[config.mk]
export PLATFORM = sky130hd
export DESIGN_NAME = aliased_gpr_file
export DESIGN_NICKNAME = d
export VERILOG_FILES = /design/src/rtl/gpr_pkg.sv /design/src/rtl/gpr_operand_decode.sv /design/src/rtl/gpr_read_mux.sv /design/src/rtl/gpr_bank.sv /design/src/rtl/aliased_gpr_file.sv
export SDC_FILE = /design/constraint.sdc
export NUM_CORES = 1
export LEC_CHECK = 0
export ABC_AREA = 1
export BUFFER_PORTS_ARGS = -buffer_cell sky130_fd_sc_hd__clkbuf_2
export CORE_AREA = 2 2 176 178
export CTS_CLUSTER_SIZE = 24
export DETAILED_ROUTE_END_ITERATION = 10
export DIE_AREA = 0 0 178 180
export SYNTH_ARGS = -nofsm -noshare
export SYNTH_HDL_FRONTEND = slang
export SYNTH_SLANG_ARGS = --single-unit
export TNS_END_PERCENT = 1
[constraint.sdc]
create_clock -name clk -period 1.6 [get_ports clk]
set_input_delay 0.08 -clock clk [delete_from_list [all_inputs] [get_ports clk]]
set_output_delay 0.08 -clock clk [all_outputs]
set_load 0.03 [all_outputs]
[src/rtl/gpr_pkg.sv]
package gpr_pkg;
   typedef enum logic [1:0] {
      CMD_IDLE  = 2'd0,
      CMD_WRITE = 2'd1,
      CMD_MOVE  = 2'd2,
      CMD_XCHG  = 2'd3
   } gpr_cmd_e;

   localparam int LANES = 2;
endpackage

[src/rtl/gpr_operand_decode.sv]
// Turns a register code plus width bit into a register index and a lane mask.
module gpr_operand_decode #(
   parameter int CODE_W = 3
) (
   input  logic [CODE_W-1:0] code,
   input  logic              wide,
   output logic [CODE_W-1:0] idx,
   output logic [1:0]        lanes
);
   initial begin
      if (CODE_W < 2) $error("CODE_W must be at least 2");
   end

   always_comb begin
      if (wide) begin
         idx   = code;
         lanes = 2'b11;
      end else begin
         // upper code bit picks the half, remaining bits pick one of the low registers
         idx   = {1'b0, code[CODE_W-2:0]};
         lanes = code[CODE_W-1] ? 2'b10 : 2'b01;
      end
   end
endmodule

[src/rtl/gpr_read_mux.sv]
// Selects a word or one zero-extended half from the register array.
module gpr_read_mux #(
   parameter int DATA_W   = 16,
   parameter int NUM_REGS = 8,
   parameter int CODE_W   = 3
) (
   input  logic [NUM_REGS-1:0][DATA_W-1:0] regs,
   input  logic [CODE_W-1:0]               idx,
   input  logic [1:0]                      lanes,
   output logic [DATA_W-1:0]               data
);
   localparam int HALF_W = DATA_W / 2;

   logic [DATA_W-1:0] word;

   always_comb begin
      word = regs[idx];
      unique case (lanes)
         2'b10:   data = {{HALF_W{1'b0}}, word[DATA_W-1:HALF_W]};
         2'b01:   data = {{HALF_W{1'b0}}, word[HALF_W-1:0]};
         default: data = word;
      endcase
   end
endmodule

[src/rtl/gpr_bank.sv]
// Register storage with two lane-masked write channels; channel 0 has priority.
module gpr_bank #(
   parameter int DATA_W   = 16,
   parameter int NUM_REGS = 8,
   parameter int IDX_W    = 3
) (
   input  logic                           clk,
   input  logic                           rst,
   input  logic                           wr0_en,
   input  logic [IDX_W-1:0]               wr0_idx,
   input  logic [1:0]                     wr0_lanes,
   input  logic [DATA_W-1:0]              wr0_data,
   input  logic                           wr1_en,
   input  logic [IDX_W-1:0]               wr1_idx,
   input  logic [1:0]                     wr1_lanes,
   input  logic [DATA_W-1:0]              wr1_data,
   output logic [NUM_REGS-1:0][DATA_W-1:0] regs_q
);
   localparam int HALF_W = DATA_W / 2;

   for (genvar g = 0; g < NUM_REGS; g++) begin : g_reg
      for (genvar l = 0; l < gpr_pkg::LANES; l++) begin : g_lane
         logic [HALF_W-1:0] lane_q;
         logic hit0, hit1;
         assign hit0 = wr0_en && (wr0_idx == IDX_W'(g)) && wr0_lanes[l];
         assign hit1 = wr1_en && (wr1_idx == IDX_W'(g)) && wr1_lanes[l];
         always_ff @(posedge clk) begin
            if (rst)       lane_q <= '0;
            else if (hit0) lane_q <= wr0_data[l*HALF_W +: HALF_W];
            else if (hit1) lane_q <= wr1_data[l*HALF_W +: HALF_W];
         end
         assign regs_q[g][l*HALF_W +: HALF_W] = lane_q;
      end
   end

   // with no channel active, nothing moves
   p_idle_hold_r3: assert property (@(posedge clk) disable iff (rst)
      (!wr0_en && !wr1_en) |=> (regs_q == $past(regs_q)));

   // a low-half-only write leaves the upper half of that register alone
   p_low_write_keeps_high_r3: assert property (@(posedge clk) disable iff (rst)
      (wr0_en && !wr1_en && wr0_lanes == 2'b01)
      |=> (regs_q[$past(wr0_idx)][DATA_W-1:HALF_W] == $past(regs_q[wr0_idx][DATA_W-1:HALF_W])));
endmodule

[src/rtl/aliased_gpr_file.sv]
module aliased_gpr_file #(
   parameter int DATA_W = 16,
   parameter int CODE_W = 3
) (
   input  logic              clk,
   input  logic              rst,
   input  logic [CODE_W-1:0] rd_a_code,
   input  logic              rd_a_wide,
   output logic [DATA_W-1:0] rd_a_data,
   input  logic [CODE_W-1:0] rd_b_code,
   input  logic              rd_b_wide,
   output logic [DATA_W-1:0] rd_b_data,
   input  logic [1:0]        op_cmd,
   input  logic              op_dir,
   input  logic [CODE_W-1:0] op_reg_code,
   input  logic              op_reg_wide,
   input  logic [CODE_W-1:0] op_rm_code,
   input  logic              op_rm_wide,
   input  logic [DATA_W-1:0] op_wdata,
   output logic              op_illegal
);
   import gpr_pkg::*;

   localparam int NUM_REGS = 1 << CODE_W;
   localparam int HALF_W   = DATA_W / 2;
   localparam int N_SEL    = 4;
   localparam int S_A = 0, S_B = 1, S_REG = 2, S_RM = 3;

   if ((DATA_W % 2) != 0 || DATA_W < 4) begin : g_bad_width
      $error("DATA_W must be even and at least 4");
   end

   logic [NUM_REGS-1:0][DATA_W-1:0] regs;
   logic [N_SEL-1:0][CODE_W-1:0]    sel_code;
   logic [N_SEL-1:0]                sel_wide;
   logic [N_SEL-1:0][CODE_W-1:0]    sel_idx;
   logic [N_SEL-1:0][1:0]           sel_lanes;
   logic [N_SEL-1:0][DATA_W-1:0]    sel_data;

   assign sel_code = {op_rm_code, op_reg_code, rd_b_code, rd_a_code};
   assign sel_wide = {op_rm_wide, op_reg_wide, rd_b_wide, rd_a_wide};

   for (genvar p = 0; p < N_SEL; p++) begin : g_sel
      gpr_operand_decode #(.CODE_W(CODE_W)) i_dec (
         .code (sel_code[p]),
         .wide (sel_wide[p]),
         .idx  (sel_idx[p]),
         .lanes(sel_lanes[p])
      );
      gpr_read_mux #(.DATA_W(DATA_W), .NUM_REGS(NUM_REGS), .CODE_W(CODE_W)) i_mux (
         .regs (regs),
         .idx  (sel_idx[p]),
         .lanes(sel_lanes[p]),
         .data (sel_data[p])
      );
   end

   assign rd_a_data = sel_data[S_A];
   assign rd_b_data = sel_data[S_B];

   function automatic logic [DATA_W-1:0] place(input logic [DATA_W-1:0] v, input logic w);
      return w ? v : {2{v[HALF_W-1:0]}};
   endfunction

   gpr_cmd_e cmd;
   logic pair_op;
   assign cmd        = gpr_cmd_e'(op_cmd);
   assign pair_op    = (cmd == CMD_MOVE) || (cmd == CMD_XCHG);
   assign op_illegal = pair_op && (op_reg_wide != op_rm_wide);

   logic              wr0_en, wr1_en;
   logic [CODE_W-1:0] wr0_idx, wr1_idx;
   logic [1:0]        wr0_lanes, wr1_lanes;
   logic [DATA_W-1:0] wr0_data, wr1_data;

   always_comb begin
      wr0_en    = 1'b0;
      wr0_idx   = sel_idx[S_REG];
      wr0_lanes = sel_lanes[S_REG];
      wr0_data  = place(op_wdata, op_reg_wide);
      wr1_en    = 1'b0;
      wr1_idx   = sel_idx[S_RM];
      wr1_lanes = sel_lanes[S_RM];
      wr1_data  = place(sel_data[S_REG], op_rm_wide);
      unique case (cmd)
         CMD_WRITE: wr0_en = 1'b1;
         CMD_MOVE: if (!op_illegal) begin
            wr0_en = 1'b1;
            if (op_dir) begin
               wr0_data = place(sel_data[S_RM], op_reg_wide);
            end else begin
               wr0_idx   = sel_idx[S_RM];
               wr0_lanes = sel_lanes[S_RM];
               wr0_data  = place(sel_data[S_REG], op_rm_wide);
            end
         end
         CMD_XCHG: if (!op_illegal) begin
            wr0_en   = 1'b1;
            wr0_data = place(sel_data[S_RM], op_reg_wide);
            wr1_en   = 1'b1;
         end
         default: ;
      endcase
   end

   gpr_bank #(.DATA_W(DATA_W), .NUM_REGS(NUM_REGS), .IDX_W(CODE_W)) i_bank (
      .clk      (clk),
      .rst      (rst),
      .wr0_en   (wr0_en),
      .wr0_idx  (wr0_idx),
      .wr0_lanes(wr0_lanes),
      .wr0_data (wr0_data),
      .wr1_en   (wr1_en),
      .wr1_idx  (wr1_idx),
      .wr1_lanes(wr1_lanes),
      .wr1_data (wr1_data),
      .regs_q   (regs)
   );

   // reset empties the whole file at the next edge
   p_reset_clears_r9: assert property (@(posedge clk) rst |=> (regs == '0));

   // word read on port B reflects register n
   p_word_read_map_r1: assert property (@(posedge clk) disable iff (rst)
      rd_b_wide |-> (rd_b_data == regs[rd_b_code]));

   // upper byte codes on port A alias the high half of a low register
   p_high_byte_alias_r2: assert property (@(posedge clk) disable iff (rst)
      (!rd_a_wide && rd_a_code[CODE_W-1])
      |-> (rd_a_data == {{HALF_W{1'b0}}, regs[{1'b0, rd_a_code[CODE_W-2:0]}][DATA_W-1:HALF_W]}));

   // byte writes never reach the word-only registers
   p_byte_write_spares_upper_r4: assert property (@(posedge clk) disable iff (rst)
      (cmd == CMD_WRITE && !op_reg_wide)
      |=> (regs[NUM_REGS-1:NUM_REGS/2] == $past(regs[NUM_REGS-1:NUM_REGS/2])));

   // move toward the reg operand copies the rm word
   p_move_to_reg_r5: assert property (@(posedge clk) disable iff (rst)
      (cmd == CMD_MOVE && !op_illegal && op_dir && op_reg_wide)
      |=> (regs[$past(op_reg_code)] == $past(regs[op_rm_code])));

   // word exchange of distinct registers swaps both
   p_xchg_swap_r6: assert property (@(posedge clk) disable iff (rst)
      (cmd == CMD_XCHG && !op_illegal && op_reg_wide && op_reg_code != op_rm_code)
      |=> (regs[$past(op_reg_code)] == $past(regs[op_rm_code]) &&
           regs[$past(op_rm_code)] == $past(regs[op_reg_code])));

   // exchanging an operand with itself changes nothing
   p_xchg_self_r7: assert property (@(posedge clk) disable iff (rst)
      (cmd == CMD_XCHG && op_reg_wide == op_rm_wide && op_reg_code == op_rm_code)
      |=> (regs == $past(regs)));

   // a refused request leaves the file untouched
   p_illegal_no_change_r8: assert property (@(posedge clk) disable iff (rst)
      op_illegal |=> (regs == $past(regs)));
endmodule

### After elaboration in Yosys (flattened, before gate mapping)

Index checks and enable logic that the tools add are counted.

| cells by class | value |
|---|---|
| equal/unequal tests | 26 |
| reduce and logical (&&, ||, !) cells | 69 |
| multiplexer cells | 72 |
| order comparisons | 4 |

Operators with widths:

| operator | count |
|---|---|
| 8-bit 2-to-1 mux | 32 |
| 16-bit binary-select mux with 3-bit select | 4 |
| 16-bit 2-to-1 mux | 10 |
| 16-bit case mux with 2 select lines | 5 |
| 1-bit logical AND | 49 |
| 2-bit nonzero test | 16 |
| 3-bit equality test (second input constant) | 8 |
| 2-bit 2-to-1 mux | 11 |
| 3-bit 2-to-1 mux | 7 |
| 3-bit by 4-bit < comparator with 1-bit output (second input constant) | 4 |
| 2-bit equality test (second input constant) | 6 |
| 3-bit by 2-bit equality test with 1-bit output (second input constant) | 4 |
| 2-bit by 1-bit equality test with 1-bit output (second input constant) | 5 |
| 3-bit by 1-bit equality test with 1-bit output (second input constant) | 2 |
| 3-bit logical NOT | 2 |
| 1-bit 2-to-1 mux | 2 |
| 1-bit case mux with 2 select lines | 1 |
| 2-bit OR reduction | 1 |
| 1-bit logical OR | 1 |
| 1-bit inequality test | 1 |

| storage, ports and cells | value |
|---|---|
| word-level logic and storage cells | 187 |
| register bits after elaboration | 128 |
| bits of input ports | 37 |

### Depth between registers and ports, before layout

| logic depth | value |
|---|---|
| word-level depth | 9 |
| depth in mapped cells | 16 |
| mapped depth without buffers | 15 |

### Cells and area by module

Synthesis repeated with hierarchy kept, for this count alone.

| unflattened totals | value |
|---|---|
| cells, all modules | 2943 |
| area total of the unflattened synthesis | 14702.9 um^2 |

By module, submodules not included:

| module | cells an instance | area each (um^2) | seq. area each (um^2) | instances |
|---|---|---|---|---|
| gpr_read_mux | 420 | 1766.7 | 0.0 | 4 |
| gpr_bank | 999 | 6478.7 | 2562.5 | 1 |
| aliased_gpr_file | 232 | 1007.2 | 0.0 | 1 |
| gpr_operand_decode | 8 | 37.5 | 0.0 | 4 |

### Worst setup path after synthesis

No wires, ideal clock.

| timing | value |
|---|---|
| path type | input port to output port |
| from | input rd_a_code[0] |
| to | output rd_a_data[7] |
| setup slack | -0.497 ns |
| cell stages on the path | 6 |
| data arrival time | 2.017 ns |
| cell sequence | clkbuf_1 -> clkbuf_1 -> a21oi_1 -> o21ai_0 -> nand2_1 -> o311ai_0 |

| on the way | value |
|---|---|
| longest elaborated chain between the ends | 4 |

Ends and longest elaborated chain:

| what | line | RTL |
|---|---|---|
| start, declared | aliased_gpr_file.sv:7 | `input logic [CODE_W-1:0] rd_a_code,` |
| 3-bit 2-to-1 mux | gpr_operand_decode.sv:15 | `if (wide) begin` |
| 16-bit binary-select mux with 3-bit select | gpr_read_mux.sv:17 | `word = regs[idx];` |
| 16-bit 2-to-1 mux (not written as such) | gpr_read_mux.sv:17 |  |
| 16-bit case mux with 2 select lines | gpr_read_mux.sv:18 | `unique case (lanes)` |
| end, declared | aliased_gpr_file.sv:9 | `output logic [DATA_W-1:0] rd_a_data,` |

Every way passes these cells. The select of a mux whose other input is x is not followed.

### Final worst setup path

| timing | value |
|---|---|
| from | register i_bank.g_reg[3].g_lane[1].lane_q[2] |
| to | output rd_b_data[2] |

| on the way | value |
|---|---|
| longest elaborated chain between the ends | 3 |

Ends and longest elaborated chain:

| what | line | RTL |
|---|---|---|
| start, declared | gpr_bank.sv:23 | `logic [HALF_W-1:0] lane_q;` |
| start signal, assigned | gpr_bank.sv:29 | `else if (hit0) lane_q <= wr0_data[l*HALF_W +: HALF_W];` |
| start signal, assigned | gpr_bank.sv:30 | `else if (hit1) lane_q <= wr1_data[l*HALF_W +: HALF_W];` |
| 16-bit binary-select mux with 3-bit select | gpr_read_mux.sv:17 |  |
| 16-bit 2-to-1 mux (not written as such) | gpr_read_mux.sv:17 |  |
| 16-bit case mux with 2 select lines | gpr_read_mux.sv:18 |  |
| end, declared | aliased_gpr_file.sv:12 | `output logic [DATA_W-1:0] rd_b_data,` |

Every way passes these cells. The select of a mux whose other input is x is not followed.

==> out/metrics.yaml <==
timing:
  tightest_slew_ns: 0.676
  final-max-slew-violation-count: 0
  hold_violations: 0
  final-setup-viol-count: 136
  period_share: 1.30
  skew_ns: 0.0104
  slew_headroom: 0.545
  fin_crit_ns: 2.07
  fmax_ghz: 0.482
  postLayoutSetupSlackWorst_ns: -0.473
  rsz0062_at_grt: "yes"
yosys:
  synth_common_cells: "nand2_1 (564), o21ai_0 (237), a21oi_1 (234), nand3_1 (194), nor2_1 (175)"
  async_flop_share: 0
  synthTopCellsByArea: "dfxtp_1 (22%), nand2_1 (18%), o21ai_0 (10%), a21oi_1 (9.9%), nand3_1 (8.2%)"
  postSynthAreaPerCell_um2: 5.62
  synth_top_flop_cell: "dfxtp_1"
  synth.distinct_cells: 44
  synth_edf_count: 0
  synth-seq-cells: 128
  syn_inst: 2110
  yosysMostFrequentCell: "nand2_1"
  synth_top_area_cell: "dfxtp_1"
  ys_warn_count: 0
  seq_area_frac_synth: 0.216
  syn-cell-area_mm2: 0.0119
  synth_top_area_frac: 0.216
  synthesis.nets: 2147
grt:
  grtUsageMet3: 0.157
  grt_busiest_layer: "met2"
  groute.usage.overall: 0.469
  grt_max_degree: 67
  antenna_found_initial: 2
  overflow: 0
  grt_pass1_vias: 16800
  grt_pass1_wl_um: 109000
  grt.met2_usage: 0.654
  met1_usage: 0.629
final_layout:
  seqCellArea_mm2: 0.00265
  top_regs: "i_bank.g.g_lane.lane_q: 128 flops"
  largest_reg_flops: 128
  regMostFlops: "i_bank.g.g_lane.lane_q"
  n_fill_cell: 2923
  multiInputGateArea_mm2: 0.00887
  final_util: 0.614
  area_growth_pct: 56.1
  drive_gt1_frac: 0.361
  nets: 2636
  design_area_mm2: 0.0185
drt:
  drt-initial-drc-count: 2977
  wl_um: 75700
  via_per_inst: 6.11
  drc_errors: 0
  post_drt_wl_per_cell_um: 25.1
  firstDrtPassIters: 9
  ant_nets: 0
  vias: 18400
worst_setup_path:
  worst_setup_path_end_kind: "output port"
  cp_max_fo: 2
  start_kind: "flop"
  cp_data_arrival_time_ns: 1.99
  cp_slowest_cell: "dfxtp_4"
  path_class: "flop to output port"
  crit_chain: "buf_4 > a21oi_1 > o21ai_0 > nand2_1 > o21ai_4 > a221o_1 > clkbuf_8"
  cp.required_ns: 1.52
  path_buf_inv: 2
  path_delay_family: "compound AO/OA/AOI/OAI gates"
  slowest_delay_ns: 0.36
pwr:
  ir_worst_vdd_uv: 554
  powerDensity_mw_per_mm2: 680
  p_leak_uw: 0.00845
die:
  core_area_mm2: 0.0302
  die_width_um: 178
  ioPinCount: 70
  die_h_um: 180
  rows: 64
  initial_utilization: 0.393
  die_area_mm2: 0.0320
job:
  drv_cap: 0
run_status:
  violations: "setup timing"
  status: "finished with violations"
cts:
  cts_buffers: 17
  cts.path.max_buffers: 2
  tritoncts: "built"
  clk_pin_slew_ns: 0.07
  clkLatencyLatePin_ns: 0.45
  cts_hold_buf: 0
  cts-root-buf: "clkbuf_16"
  cts.sinks: 128
  htree_levels: 4
min_path:
  hold_path_class: "input port to flop"
placed_design:
  hpwl_um: 58600
  routabilityCongestion: 1.13
  numPortBuffers: 69
  place_area_mm2: 0.0168
==> cell type report <==
| class | instances | area share |
|---|---|---|
| inverters | 190 | 0.0394 |
| repair buffers | 601 | 0.278 |
| multi-input cells | 1661 | 0.478 |
| well taps | 396 | 0.0267 |
| clock buffers | 19 | 0.0234 |
| flip-flops and latches | 128 | 0.143 |
| clock inverters | 13 | 0.0102 |
| diodes | 1 | 0.000135 |
==> cells by family after synthesis <==
kind of cell / after synthesis / share of synthesized area
muxes: 3 / 0.00253
AOI/OAI and AO/OA: 634 / 0.300
and+or+nand+nor: 1024 / 0.373
buffers and inverters: 321 / 0.109
DFF: 128 / 0.216
==> worst reg2reg max path, cell delays in order, from the launching register on <==
cell	delay (ns)
dfxtp_2	0.36
nand2_1	0.10
nand3_2	0.07
nand2_2	0.13
nor2_1	0.05
buf_4	0.15
nand3b_1	0.30
nand2_1	0.17
nand2_2	0.07
buf_4	0.17
o211ai_1	0.21
a21oi_1	0.09
==> where the power goes <==
group / switching [µW] / internal, µW / leakage, µW / total (µW)
Clock: 1720 / 2610 / 0.000285 / 4330
Sequential: 170 / 3340 / 0.00107 / 3510
Combinational: 2900 / 1870 / 0.00710 / 4770
Total: 4790 / 7820 / 0.00845 / 12600
==> repair_timing <==
item                                    4_1_cts  5_1_grt
endpoints found under the setup margin      160      160
resized for setup                           251      177
pin swaps                                    35       27
buffers inserted                              4        3
==> final timing paths <==
kind / slack (ns) / from / to / cells past startpoint
min: 0.17 / rst / i_bank.g_reg[7].g_lane[0].lane_q[4]$_SDFFE_PP0P_ / 3
min reg2reg: 0.57 / i_bank.g_reg[6].g_lane[1].lane_q[2]$_SDFFE_PP0P_ / i_bank.g_reg[6].g_lane[1].lane_q[2]$_SDFFE_PP0P_ / 2
max reg2reg: -0.40 / i_bank.g_reg[0].g_lane[1].lane_q[3]$_SDFFE_PP0P_ / i_bank.g_reg[0].g_lane[1].lane_q[3]$_SDFFE_PP0P_ / 11
max: -0.47 / i_bank.g_reg[3].g_lane[1].lane_q[2]$_SDFFE_PP0P_ / rd_b_data[2] / 7
==> metal layers <==
layer,vias to the layer above,share of wire
li1,8148,-
met1,8414,0.38
met2,1502,0.40
met3,314,0.15
met4,0,0.065
met5,-,0
==> layout by cell type (no fill, tap or decap), types with 17 or more instances in the layout <==
cell / Yosys / final
o21ai_0: 237 / 160
clkbuf_16: 0 / 17
nor2_2: 10 / 26
a21oi_2: 0 / 24
inv_2: 16 / 30
nand4_1: 39 / 39
nand2_4: 1 / 17
dfxtp_2: 0 / 46
o211ai_1: 82 / 82
inv_1: 170 / 150
dfxtp_1: 128 / 73
a31oi_1: 17 / 17
buf_12: 0 / 52
buf_4: 4 / 478
nor2_1: 175 / 157
clkbuf_2: 0 / 38
nand3_1: 194 / 154
o21ai_1: 14 / 70
nand3_2: 9 / 39
a21oi_1: 234 / 210
nand2_2: 12 / 44
nand2_1: 564 / 516
o21ai_2: 3 / 19
==> metrics by stage <==
step	cells	hold slack, ns	worst slack [ns]	total power [µW]	TNS [ns]
floorplan	2110	0.322	-0.173	5440	-3.35
global placement	2971	0.533	-0.665	7720	-58.75
detailed placement	2971	0.545	-0.654	7750	-61.25
CTS	3005	0.168	-0.439	12200	-18.51
global route	3008	0.180	-0.524	13000	-32.41
finish	3009	0.168	-0.473	12600	-20.27
No activity file was read; power rests on OpenSTA's default activity.
